## config.mk

```make
export PLATFORM = sky130hd
export DESIGN_NAME = stereo_serial_rx
export DESIGN_NICKNAME = d
export VERILOG_FILES = /design/src/rtl/ssr_pkg.sv /design/src/rtl/ssr_bclk_edge.sv /design/src/rtl/ssr_slot_track.sv /design/src/rtl/ssr_word_cap.sv /design/src/rtl/ssr_pair_asm.sv /design/src/rtl/stereo_serial_rx.sv
export SDC_FILE = /design/constraint.sdc
export NUM_CORES = 1
export LEC_CHECK = 0
export ABC_AREA = 1
export BUFFER_PORTS_ARGS = -buffer_cell sky130_fd_sc_hd__buf_2
export CORE_ASPECT_RATIO = 1.4
export CORE_UTILIZATION = 55
export DETAILED_ROUTE_END_ITERATION = 10
export PLACE_DENSITY = 0.75
export SLEW_MARGIN = 30
export SYNTH_ARGS = -nofsm -noshare
export SYNTH_HDL_FRONTEND = slang
export SYNTH_SLANG_ARGS = --single-unit
```

## constraint.sdc

```tcl
create_clock -name clk -period 5.1 [get_ports clk]
set_input_delay 0.51 -clock clk [delete_from_list [all_inputs] [get_ports clk]]
set_output_delay 0.51 -clock clk [all_outputs]
set_load 0.005 [all_outputs]
```

## src/rtl/ssr_pkg.sv

```systemverilog
package ssr_pkg;
  typedef enum logic [1:0] {
    FMT_I2S = 2'b00,
    FMT_LJ  = 2'b01,
    FMT_RJ  = 2'b10,
    FMT_DSP = 2'b11
  } ssr_fmt_e;
endpackage

```

## src/rtl/ssr_bclk_edge.sv

```systemverilog
module ssr_bclk_edge (
  input  logic clk,
  input  logic rst_n,
  input  logic bclk_in,
  input  logic bclk_inv,
  output logic act_edge
);
  logic lvl_d;
  logic lvl_q;

  // polarity folded in so the active edge is always a rise of lvl_d
  always_comb begin
    lvl_d = bclk_in ^ bclk_inv;
  end

  always_ff @(posedge clk or negedge rst_n) begin
    if (!rst_n) lvl_q <= 1'b1;
    else        lvl_q <= lvl_d;
  end

  assign act_edge = lvl_d & ~lvl_q;
endmodule

```

## src/rtl/ssr_slot_track.sv

```systemverilog
module ssr_slot_track #(
  parameter int CNT_W = 6
) (
  input  logic             clk,
  input  logic             rst_n,
  input  logic             act_edge,
  input  logic             frame_lvl,
  input  logic             dsp_mode,
  output logic             bound,
  output logic [CNT_W-1:0] slot_idx,
  output logic             prev_lvl,
  output logic             synced
);
  localparam logic [CNT_W-1:0] CNT_MAX = {CNT_W{1'b1}};

  logic             lvl_q, lvl_d;
  logic [CNT_W-1:0] cnt_q, cnt_d;
  logic             sync_q, sync_d;
  logic [CNT_W-1:0] idx_now;

  always_comb begin
    if (dsp_mode) bound = act_edge & frame_lvl & ~lvl_q;
    else          bound = act_edge & (frame_lvl ^ lvl_q);

    if (bound)                 idx_now = '0;
    else if (cnt_q != CNT_MAX) idx_now = cnt_q + 1'b1;
    else                       idx_now = cnt_q;

    lvl_d  = lvl_q;
    cnt_d  = cnt_q;
    sync_d = sync_q;
    if (act_edge) begin
      lvl_d  = frame_lvl;
      cnt_d  = idx_now;
      sync_d = sync_q | bound;
    end
  end

  always_ff @(posedge clk or negedge rst_n) begin
    if (!rst_n) begin
      lvl_q  <= 1'b0;
      cnt_q  <= '0;
      sync_q <= 1'b0;
    end else begin
      lvl_q  <= lvl_d;
      cnt_q  <= cnt_d;
      sync_q <= sync_d;
    end
  end

  assign slot_idx = idx_now;
  assign prev_lvl = lvl_q;
  assign synced   = sync_q;

  // slot position only moves on an active bit-clock edge
  p_idx_frozen_r9: assert property (@(posedge clk) disable iff (!rst_n)
    !act_edge |=> $stable(cnt_q));

  // once a boundary has been seen, the block stays in step
  p_sync_sticky_r11: assert property (@(posedge clk) disable iff (!rst_n)
    sync_q |=> sync_q);
endmodule

```

## src/rtl/ssr_word_cap.sv

```systemverilog
module ssr_word_cap
  import ssr_pkg::*;
#(
  parameter int MAX_W = 24,
  parameter int MIN_W = 16,
  parameter int CNT_W = 6,
  parameter int LEN_W = 5
) (
  input  logic             clk,
  input  logic             rst_n,
  input  logic             act_edge,
  input  logic             bound,
  input  logic [CNT_W-1:0] slot_idx,
  input  logic             prev_lvl,
  input  logic             frame_lvl,
  input  logic             synced,
  input  ssr_fmt_e         fmt,
  input  logic [LEN_W-1:0] word_len,
  input  logic             sdata,
  output logic             word_stb,
  output logic [MAX_W-1:0] word_data,
  output logic             word_left
);
  logic [MAX_W-1:0] sh_q, sh_d;
  logic [MAX_W-1:0] shifted, raw, mask;
  logic [LEN_W-1:0] len_eff;
  logic [CNT_W-1:0] last_idx;
  logic             cnt_hit, rj_hit;

  always_comb begin
    if (word_len < LEN_W'(MIN_W))      len_eff = LEN_W'(MIN_W);
    else if (word_len > LEN_W'(MAX_W)) len_eff = LEN_W'(MAX_W);
    else                               len_eff = word_len;

    // the MSB sits one slot late in every format except left-justified
    last_idx = CNT_W'(len_eff) - CNT_W'(1) +
               ((fmt == FMT_LJ) ? {CNT_W{1'b0}} : {{(CNT_W-1){1'b0}}, 1'b1});

    shifted = {sh_q[MAX_W-2:0], sdata};
    cnt_hit = act_edge & synced & (fmt != FMT_RJ) & (slot_idx == last_idx);
    rj_hit  = act_edge & synced & (fmt == FMT_RJ) & bound;
    word_stb = cnt_hit | rj_hit;

    // right-justified takes the history before the boundary bit is shifted in
    raw       = (fmt == FMT_RJ) ? sh_q : shifted;
    mask      = {MAX_W{1'b1}} >> (MAX_W - int'(len_eff));
    word_data = (raw & mask) << (MAX_W - int'(len_eff));

    case (fmt)
      FMT_RJ:  word_left = prev_lvl;
      FMT_I2S: word_left = ~frame_lvl;
      default: word_left = frame_lvl;
    endcase

    sh_d = act_edge ? shifted : sh_q;
  end

  always_ff @(posedge clk or negedge rst_n) begin
    if (!rst_n) sh_q <= '0;
    else        sh_q <= sh_d;
  end
endmodule

```

## src/rtl/ssr_pair_asm.sv

```systemverilog
module ssr_pair_asm #(
  parameter int MAX_W = 24
) (
  input  logic             clk,
  input  logic             rst_n,
  input  logic             word_stb,
  input  logic [MAX_W-1:0] word_data,
  input  logic             word_left,
  input  logic             dsp_mode,
  output logic [MAX_W-1:0] left_o,
  output logic [MAX_W-1:0] right_o,
  output logic             pair_vld
);
  logic [MAX_W-1:0] hold_q, hold_d;
  logic [MAX_W-1:0] left_q, left_d;
  logic [MAX_W-1:0] right_q, right_d;
  logic             have_q, have_d;
  logic             vld_q, vld_d;
  logic             take_first, close;

  always_comb begin
    take_first = word_stb & (dsp_mode ? ~have_q : word_left);
    close      = word_stb & have_q & (dsp_mode | ~word_left);

    hold_d  = take_first ? word_data : hold_q;
    have_d  = take_first | (have_q & ~close);
    left_d  = close ? hold_q : left_q;
    right_d = close ? word_data : right_q;
    vld_d   = close;
  end

  always_ff @(posedge clk or negedge rst_n) begin
    if (!rst_n) begin
      hold_q  <= '0;
      have_q  <= 1'b0;
      left_q  <= '0;
      right_q <= '0;
      vld_q   <= 1'b0;
    end else begin
      hold_q  <= hold_d;
      have_q  <= have_d;
      left_q  <= left_d;
      right_q <= right_d;
      vld_q   <= vld_d;
    end
  end

  assign left_o   = left_q;
  assign right_o  = right_q;
  assign pair_vld = vld_q;

  // a pair is only emitted when a first word was being held
  p_pair_after_first_r10: assert property (@(posedge clk) disable iff (!rst_n)
    pair_vld |-> $past(have_q));

  // the strobe lasts a single cycle
  p_vld_single_r10: assert property (@(posedge clk) disable iff (!rst_n)
    pair_vld |=> !pair_vld);

  // samples move only with the strobe
  p_out_hold_r10: assert property (@(posedge clk) disable iff (!rst_n)
    !pair_vld |-> ($stable(left_o) && $stable(right_o)));
endmodule

```

## src/rtl/stereo_serial_rx.sv

```systemverilog
module stereo_serial_rx
  import ssr_pkg::*;
#(
  parameter int MAX_W     = 24,
  parameter int MIN_W     = 16,
  parameter int SLOT_BITS = 32,
  localparam int CNT_W    = $clog2(2 * SLOT_BITS),
  localparam int LEN_W    = $clog2(MAX_W + 1)
) (
  input  logic             clk,
  input  logic             rst_n,
  input  logic [1:0]       fmt_sel,
  input  logic [LEN_W-1:0] word_len,
  input  logic             bclk_inv,
  input  logic             lrclk_inv,
  input  logic             bclk_in,
  input  logic             lrclk_in,
  input  logic             sdata_in,
  output logic [MAX_W-1:0] left_out,
  output logic [MAX_W-1:0] right_out,
  output logic             valid_out
);
  logic             rst_meta, rst_int;
  ssr_fmt_e         fmt;
  logic             dsp_mode, frame_lvl;
  logic             act_edge, bound, prev_lvl, synced;
  logic [CNT_W-1:0] slot_idx;
  logic             word_stb, word_left;
  logic [MAX_W-1:0] word_data;

  always_ff @(posedge clk or negedge rst_n) begin
    if (!rst_n) {rst_int, rst_meta} <= 2'b00;
    else        {rst_int, rst_meta} <= {rst_meta, 1'b1};
  end

  always_comb begin
    fmt       = ssr_fmt_e'(fmt_sel);
    dsp_mode  = (fmt == FMT_DSP);
    frame_lvl = lrclk_in ^ lrclk_inv;
  end

  ssr_bclk_edge u_edge (
    .clk      (clk),
    .rst_n    (rst_int),
    .bclk_in  (bclk_in),
    .bclk_inv (bclk_inv),
    .act_edge (act_edge)
  );

  ssr_slot_track #(.CNT_W(CNT_W)) u_track (
    .clk       (clk),
    .rst_n     (rst_int),
    .act_edge  (act_edge),
    .frame_lvl (frame_lvl),
    .dsp_mode  (dsp_mode),
    .bound     (bound),
    .slot_idx  (slot_idx),
    .prev_lvl  (prev_lvl),
    .synced    (synced)
  );

  ssr_word_cap #(
    .MAX_W (MAX_W),
    .MIN_W (MIN_W),
    .CNT_W (CNT_W),
    .LEN_W (LEN_W)
  ) u_cap (
    .clk       (clk),
    .rst_n     (rst_int),
    .act_edge  (act_edge),
    .bound     (bound),
    .slot_idx  (slot_idx),
    .prev_lvl  (prev_lvl),
    .frame_lvl (frame_lvl),
    .synced    (synced),
    .fmt       (fmt),
    .word_len  (word_len),
    .sdata     (sdata_in),
    .word_stb  (word_stb),
    .word_data (word_data),
    .word_left (word_left)
  );

  ssr_pair_asm #(.MAX_W(MAX_W)) u_pair (
    .clk       (clk),
    .rst_n     (rst_int),
    .word_stb  (word_stb),
    .word_data (word_data),
    .word_left (word_left),
    .dsp_mode  (dsp_mode),
    .left_o    (left_out),
    .right_o   (right_out),
    .pair_vld  (valid_out)
  );

  // a new pair can only follow an active bit-clock edge
  p_vld_follows_edge_r2: assert property (@(posedge clk) disable iff (!rst_int)
    valid_out |-> $past(act_edge));

  // no strobe before the first frame boundary has been seen
  p_no_vld_unsynced_r11: assert property (@(posedge clk) disable iff (!rst_int)
    !synced |-> !valid_out);
endmodule

```

### Word level (Yosys, flattened, before mapping)

Index checks and enable logic that the tools add are counted.

* add/sub/neg operators: 4
* magnitude comparators: 2
* equal/unequal tests: 6
* shift operators: 2
* multiplexer cells: 9
* bitwise logic cells: 27
* reduce and logical (&&, ||, !) cells: 1

Operators by type and width (number)
* $shl 24x32->24: 1
* $shr 24x32->24 const A: 1
* $and 24x24->24: 1
* $mux 24: 1
* $and 1x1->1: 13
* $mux 6: 2
* $mux 5: 2
* $add 6x1->6 const B: 1
* $add 6x6->6: 1
* $eq 6x6->1: 1
* $ne 6x6->1 const B: 1
* $not 1->1: 6
* $sub 5x1->6 const B: 1
* $sub 5x5->6 const A: 1
* $gt 5x5->1 const B: 1
* $lt 5x5->1 const B: 1
* $eq 2x2->1 const B: 2
* $or 1x1->1: 4
* $mux 1: 3
* $xor 1x1->1: 3
* $eq 2x1->1 const B: 1
* $logic_not 2->1: 1
* $ne 2x2->1 const B: 1
* $pmux 1 s2: 1

* register bits: 109
* bits of input ports: 14
* output and inout bits: 49
* word-level logic and storage cells: 63

### Depth between registers and ports, before layout

* depth in word-level cells: 14
* depth in mapped cells: 22

### Cells and area by module

From an unflattened synthesis, not the netlist that was laid out.

* cell total of the unflattened synthesis: 890
* area, all modules: 6334.8 um^2

By module, submodules not included
* ssr_pair_asm: times used 1, cells each 321, area each 2932.8 um^2, seq. area each 1851.8 um^2
* ssr_word_cap: times used 1, cells each 479, area each 2741.4 um^2, seq. area each 600.6 um^2
* ssr_slot_track: times used 1, cells each 72, area each 523.0 um^2, seq. area each 200.2 um^2
* stereo_serial_rx: times used 1, cells each 10, area each 80.1 um^2, seq. area each 50.0 um^2
* ssr_bclk_edge: times used 1, cells each 8, area each 57.6 um^2, seq. area each 26.3 um^2

### Worst setup path after synthesis

Ideal clock, no wire load.

* kind: input to register
* from: input port word_len[3]
* to: register u_pair.right_q[8], in the netlist u_pair.right_o[8]
* library setup time: 121 ps
* data arrival time: 2626 ps
* required time: 4979 ps
* slack: 2354 ps
* stages: 16
* buffers on the path: 3
* cells stage by stage: inv_1 -> nand3_1 -> buf_2 -> buf_1 -> ha_1 -> ha_1 -> xnor2_1 -> nand3b_1 -> nand2_1 -> nor2_2 -> nand3_4 -> nand2_4 -> nand3_4 -> buf_2 -> nand2_1 -> o21ai_1

* cells in the longest elaborated chain, start to end: 10
* elaborated cells on any way between the ends: 15

RTL lines
* from (decl): line stereo_serial_rx.sv:13 `input logic [LEN_W-1:0] word_len,`
* $gt 5x5->1: line ssr_word_cap.sv:32 `else if (word_len > LEN_W'(MAX_W)) len_eff = LEN_W'(MAX_W);`
* $mux 5: line ssr_word_cap.sv:32
* $mux 5 *: line ssr_word_cap.sv:31 `if (word_len < LEN_W'(MIN_W)) len_eff = LEN_W'(MIN_W);`
* $sub 5x1->6: line ssr_word_cap.sv:36 `last_idx = CNT_W'(len_eff) - CNT_W'(1) +`
* $add 6x6->6: line ssr_word_cap.sv:36
* $eq 6x6->1: line ssr_word_cap.sv:40 `cnt_hit = act_edge & synced & (fmt != FMT_RJ) & (slot_idx == last_idx);`
* $and 1x1->1: line ssr_word_cap.sv:40
* $or 1x1->1: line ssr_word_cap.sv:42 `word_stb = cnt_hit | rj_hit;`
* $and 1x1->1 (2 in a row): line ssr_pair_asm.sv:23 `close = word_stb & have_q & (dsp_mode | ~word_left);`
* to (signal assigned): line ssr_pair_asm.sv:43 `right_q <= right_d;`
* to (decl): line ssr_pair_asm.sv:16 `logic [MAX_W-1:0] right_q, right_d;`

Mark *: on every way between the ends. The rest lies on a longest branch, timed or not.
A chain may end at the register's enable or synchronous reset.

### Worst setup path after layout

* from: input port word_len[3]
* to: register u_pair.right_q[18], in the netlist u_pair.right_o[18]

The elaborated chain is that of the path after synthesis.

==> impl_metrics.py <==
metrics = {
    "clocking": {
        "cts_sinks": 109,
        "cts_buffers": 9,
        "h-tree-depth": 3,
        "cts_root_buffer": "clkbuf_16",
        "postCtsSetupRepairBufs": 0,
        "cts_buffer_depth": 2,
        "clk_latency_ps": 360,
        "cts_tree": "yes",
        "clkTransAtPathRegs_ps": 80,
    },
    "synth": {
        "synth.avg_cell_area_um2": 6.94,
        "synth_top_family_by_area": "simple AND/OR/NAND/NOR gates",
        "synth-edff-count": 0,
        "synth_ff_type": "dfrtp_1",
        "netlist_area_um2": 6280,
        "synthSimpleGateAreaFrac_pct": 38.4,
        "synth_top_cell_area_share_pct": 43.1,
        "postSynth.asyncResetShare_pct": 100,
        "synth_seq_area_share_pct": 43.5,
        "ys_warn_count": 0,
        "syn-instance-count": 905,
        "synth.top_cells.by_area": "dfrtp_1 (43%), nand2_1 (24%), nand3_1 (9.4%), o21ai_0 (4.9%), inv_1 (3.6%)",
        "synth_commonest_cells": "nand2_1 (397), nand3_1 (118), dfrtp_1 (108)",
        "synth_most_common_cell": "nand2_1",
        "synth_xor_area_share_pct": 0.419,
        "ys_seq_elements": 109,
        "synth.distinct_cells": 34,
        "synth_mux_area_share_pct": 0,
        "synth_area_leader_cell": "dfrtp_1",
        "synth_compound_area_share_pct": 9.17,
        "synth-adder-area-share_pct": 0.997,
    },
    "cells_and_area": {
        "syn_to_final_growth_pct": 9.65,
        "nNetsFinal": 960,
        "drive_gt1_share_pct": 10.9,
        "final.fill_count": 1071,
        "diodes": 0,
    },
    "global_route": {
        "grt_overflow_total": 0,
        "grt_pass1_wl_mm": 26.0,
        "antenna_found_initial": 0,
        "first_global_vias": 5329,
        "groute.usage.overall_pct": 27.9,
        "grt_start_max_net_pins": 64,
    },
    "die": {
        "pin_count": 63,
        "die_h_um": 128,
        "start_util_pct": 57.2,
        "fp-row-count": 45,
        "core_um2": 11000,
        "die_x_um": 92.3,
        "die_area_um2": 11900,
    },
    "pwr": {
        "ir_worst_vdd_mv": 0.192,
        "totalPowerFinal_mw": 2.74,
        "power_leakage_nw": 3.72,
        "power.density_nw_per_um2": 398,
    },
    "worst_setup_path": {
        "crit_required_ps": 5350,
        "critPathKind": "in2reg",
        "cp-start-kind": "input port",
        "slowest_delay_ps": 790,
        "arrival_ps": 3730,
        "endpoint_kind": "register",
        "critPathMaxFanout": 30,
        "critPathBufInv": 4,
        "path_common_cell": "nand2_1",
        "crit_family": "simple AND/OR/NAND/NOR gates",
        "critPathSlowestCell": "ha_1",
        "path_cells": "buf_2 > inv_1 > nand3_1 > buf_4 > ha_1 > inv_1 > nor2_1 > nand2_1 > nand3_1 > nand2_1 > nand3_1 > nand3_1 > nand2_1 > nor2_1 > nand2_1 > nand2_1 > nand2_1 > nand2_1",
    },
    "drt": {
        "vias_per_cell": 5.47,
        "wl_per_cell_um": 14.4,
        "wl_mm": 15.6,
        "drc": 0,
        "vias": 5944,
        "drtPass1Iterations": 5,
        "drtIter0Drc": 386,
        "ant_nets": 0,
    },
    "timing": {
        "finalCritPeriodShare_pct": 68.1,
        "slew_violations": 0,
        "fmax_ghz": 0.288,
        "finalCriticalPeriod_ps": 3470,
        "tightestPinTransition_ps": 867,
        "timing_hold_violations_final": 0,
        "holdWs_ps": 356,
        "clock_skew_ps": 8.76,
        "finalSetupViolCount": 0,
        "fin_setup_tns_ps": 0,
        "grt_setup_unrepaired": "no",
        "slew_headroom_pct": 42.1,
    },
    "status": {
        "status": "completed",
    },
    "flow_run": {
        "drv_cap": 0,
    },
    "placement": {
        "io_buffer_count": 62,
        "place_congestion": 0.961,
        "hpwl_mm": 11.3,
    },
    "worst_hold_path": {
        "hp-class": "reg2reg",
    },
}
[flip-flops by register name, indices dropped and copies added, names as in the netlist, 6 cells and up]
register        cells
u_track.cnt_q       6
u_cap.sh_q         24
u_pair.right_o     24
u_pair.hold_q      24
u_pair.left_o      24
[power by group]
group	internal, mW	leakage [nW]	switching (mW)
logic	0.288	2.13	0.490
clock network	0.349	0.149	0.365
registers	1.09	1.44	0.153
total	1.73	3.72	1.01
[path summary, 6_finish.rpt]
kind	slack, ps	cells past startpoint	start	endpoint
worst max-delay path	1630	18	word_len[3]	u_pair.right_o[18]
worst min-delay path	360	0	rst_meta	rst_int
worst min register to register	360	0	rst_meta	rst_int
max in group asynchronous	3600	1	rst_int	u_pair.right_o[8]
worst max register to register	2260	15	u_track.cnt_q[0]	u_pair.right_o[18]
min in group asynchronous	390	0	rst_int	u_pair.right_o[19]
[layout make-up]
cell class	instances	area, um^2	area share (%)
clock buffer	9	225	3.27
clock inverter	7	72.6	1.05
inverter	61	229	3.33
multi-input combinational	692	3090	44.9
sequential	109	2730	39.7
tap	141	176	2.56
timing repair buffer	68	358	5.20
[cells in the final DEF, fill, tap and decap left out, types with 2 or more instances in the layout]
master     instances
a21oi_1           23
buf_2             62
buf_4              5
clkbuf_16          9
conb_1             3
dfrtp_1          107
ha_1               5
inv_1             61
inv_6              2
inv_8              3
nand2_1          397
nand2_2            2
nand3_1          118
nand3_2            3
nand3_4            2
nand3b_1           3
nand4_1            8
nor2_1            30
nor2_2             5
nor3_1             2
o21ai_0           62
o21ai_1           17
xnor2_1            2
[metal layers]
layer / wire (um) / part of all wire (%) / global-route usage (%)
met1: 6810 / 44 / 35.6
met2: 7720 / 49 / 48.0
met3: 630 / 4.0 / 4.37
met4: 470 / 3.0 / 10.5
met5: 0 / 0 / 0
[what timing repair did]
item,CTS,global route
gates resized for setup,0,0
hold buffers,1,0
hold endpoints to repair,2,0
[through the flow]
step | worst slack [ps] | std cells | cell area (um^2) | util (%)
2_1_floorplan | 1840 | 907 | 6280 | -
3_3_place_gp | 1400 | 1070 | 6580 | 59.9
3_5_place_dp | 1360 | 1070 | 6580 | 59.9
4_1_cts | 1700 | 1087 | 6880 | 62.7
5_1_grt | 1350 | 1087 | 6880 | 62.7
6_report | 1630 | 1087 | 6880 | 62.7
[cells by family after synthesis]
kind of cell	after synthesis
and+or+nand+nor	573
DFF	109
AOI/OAI and AO/OA	108
buffers and inverters	106
adders and majority gates	5
xor gates and xnor gates	3
other	1
(Power assumes the default switching activity.)
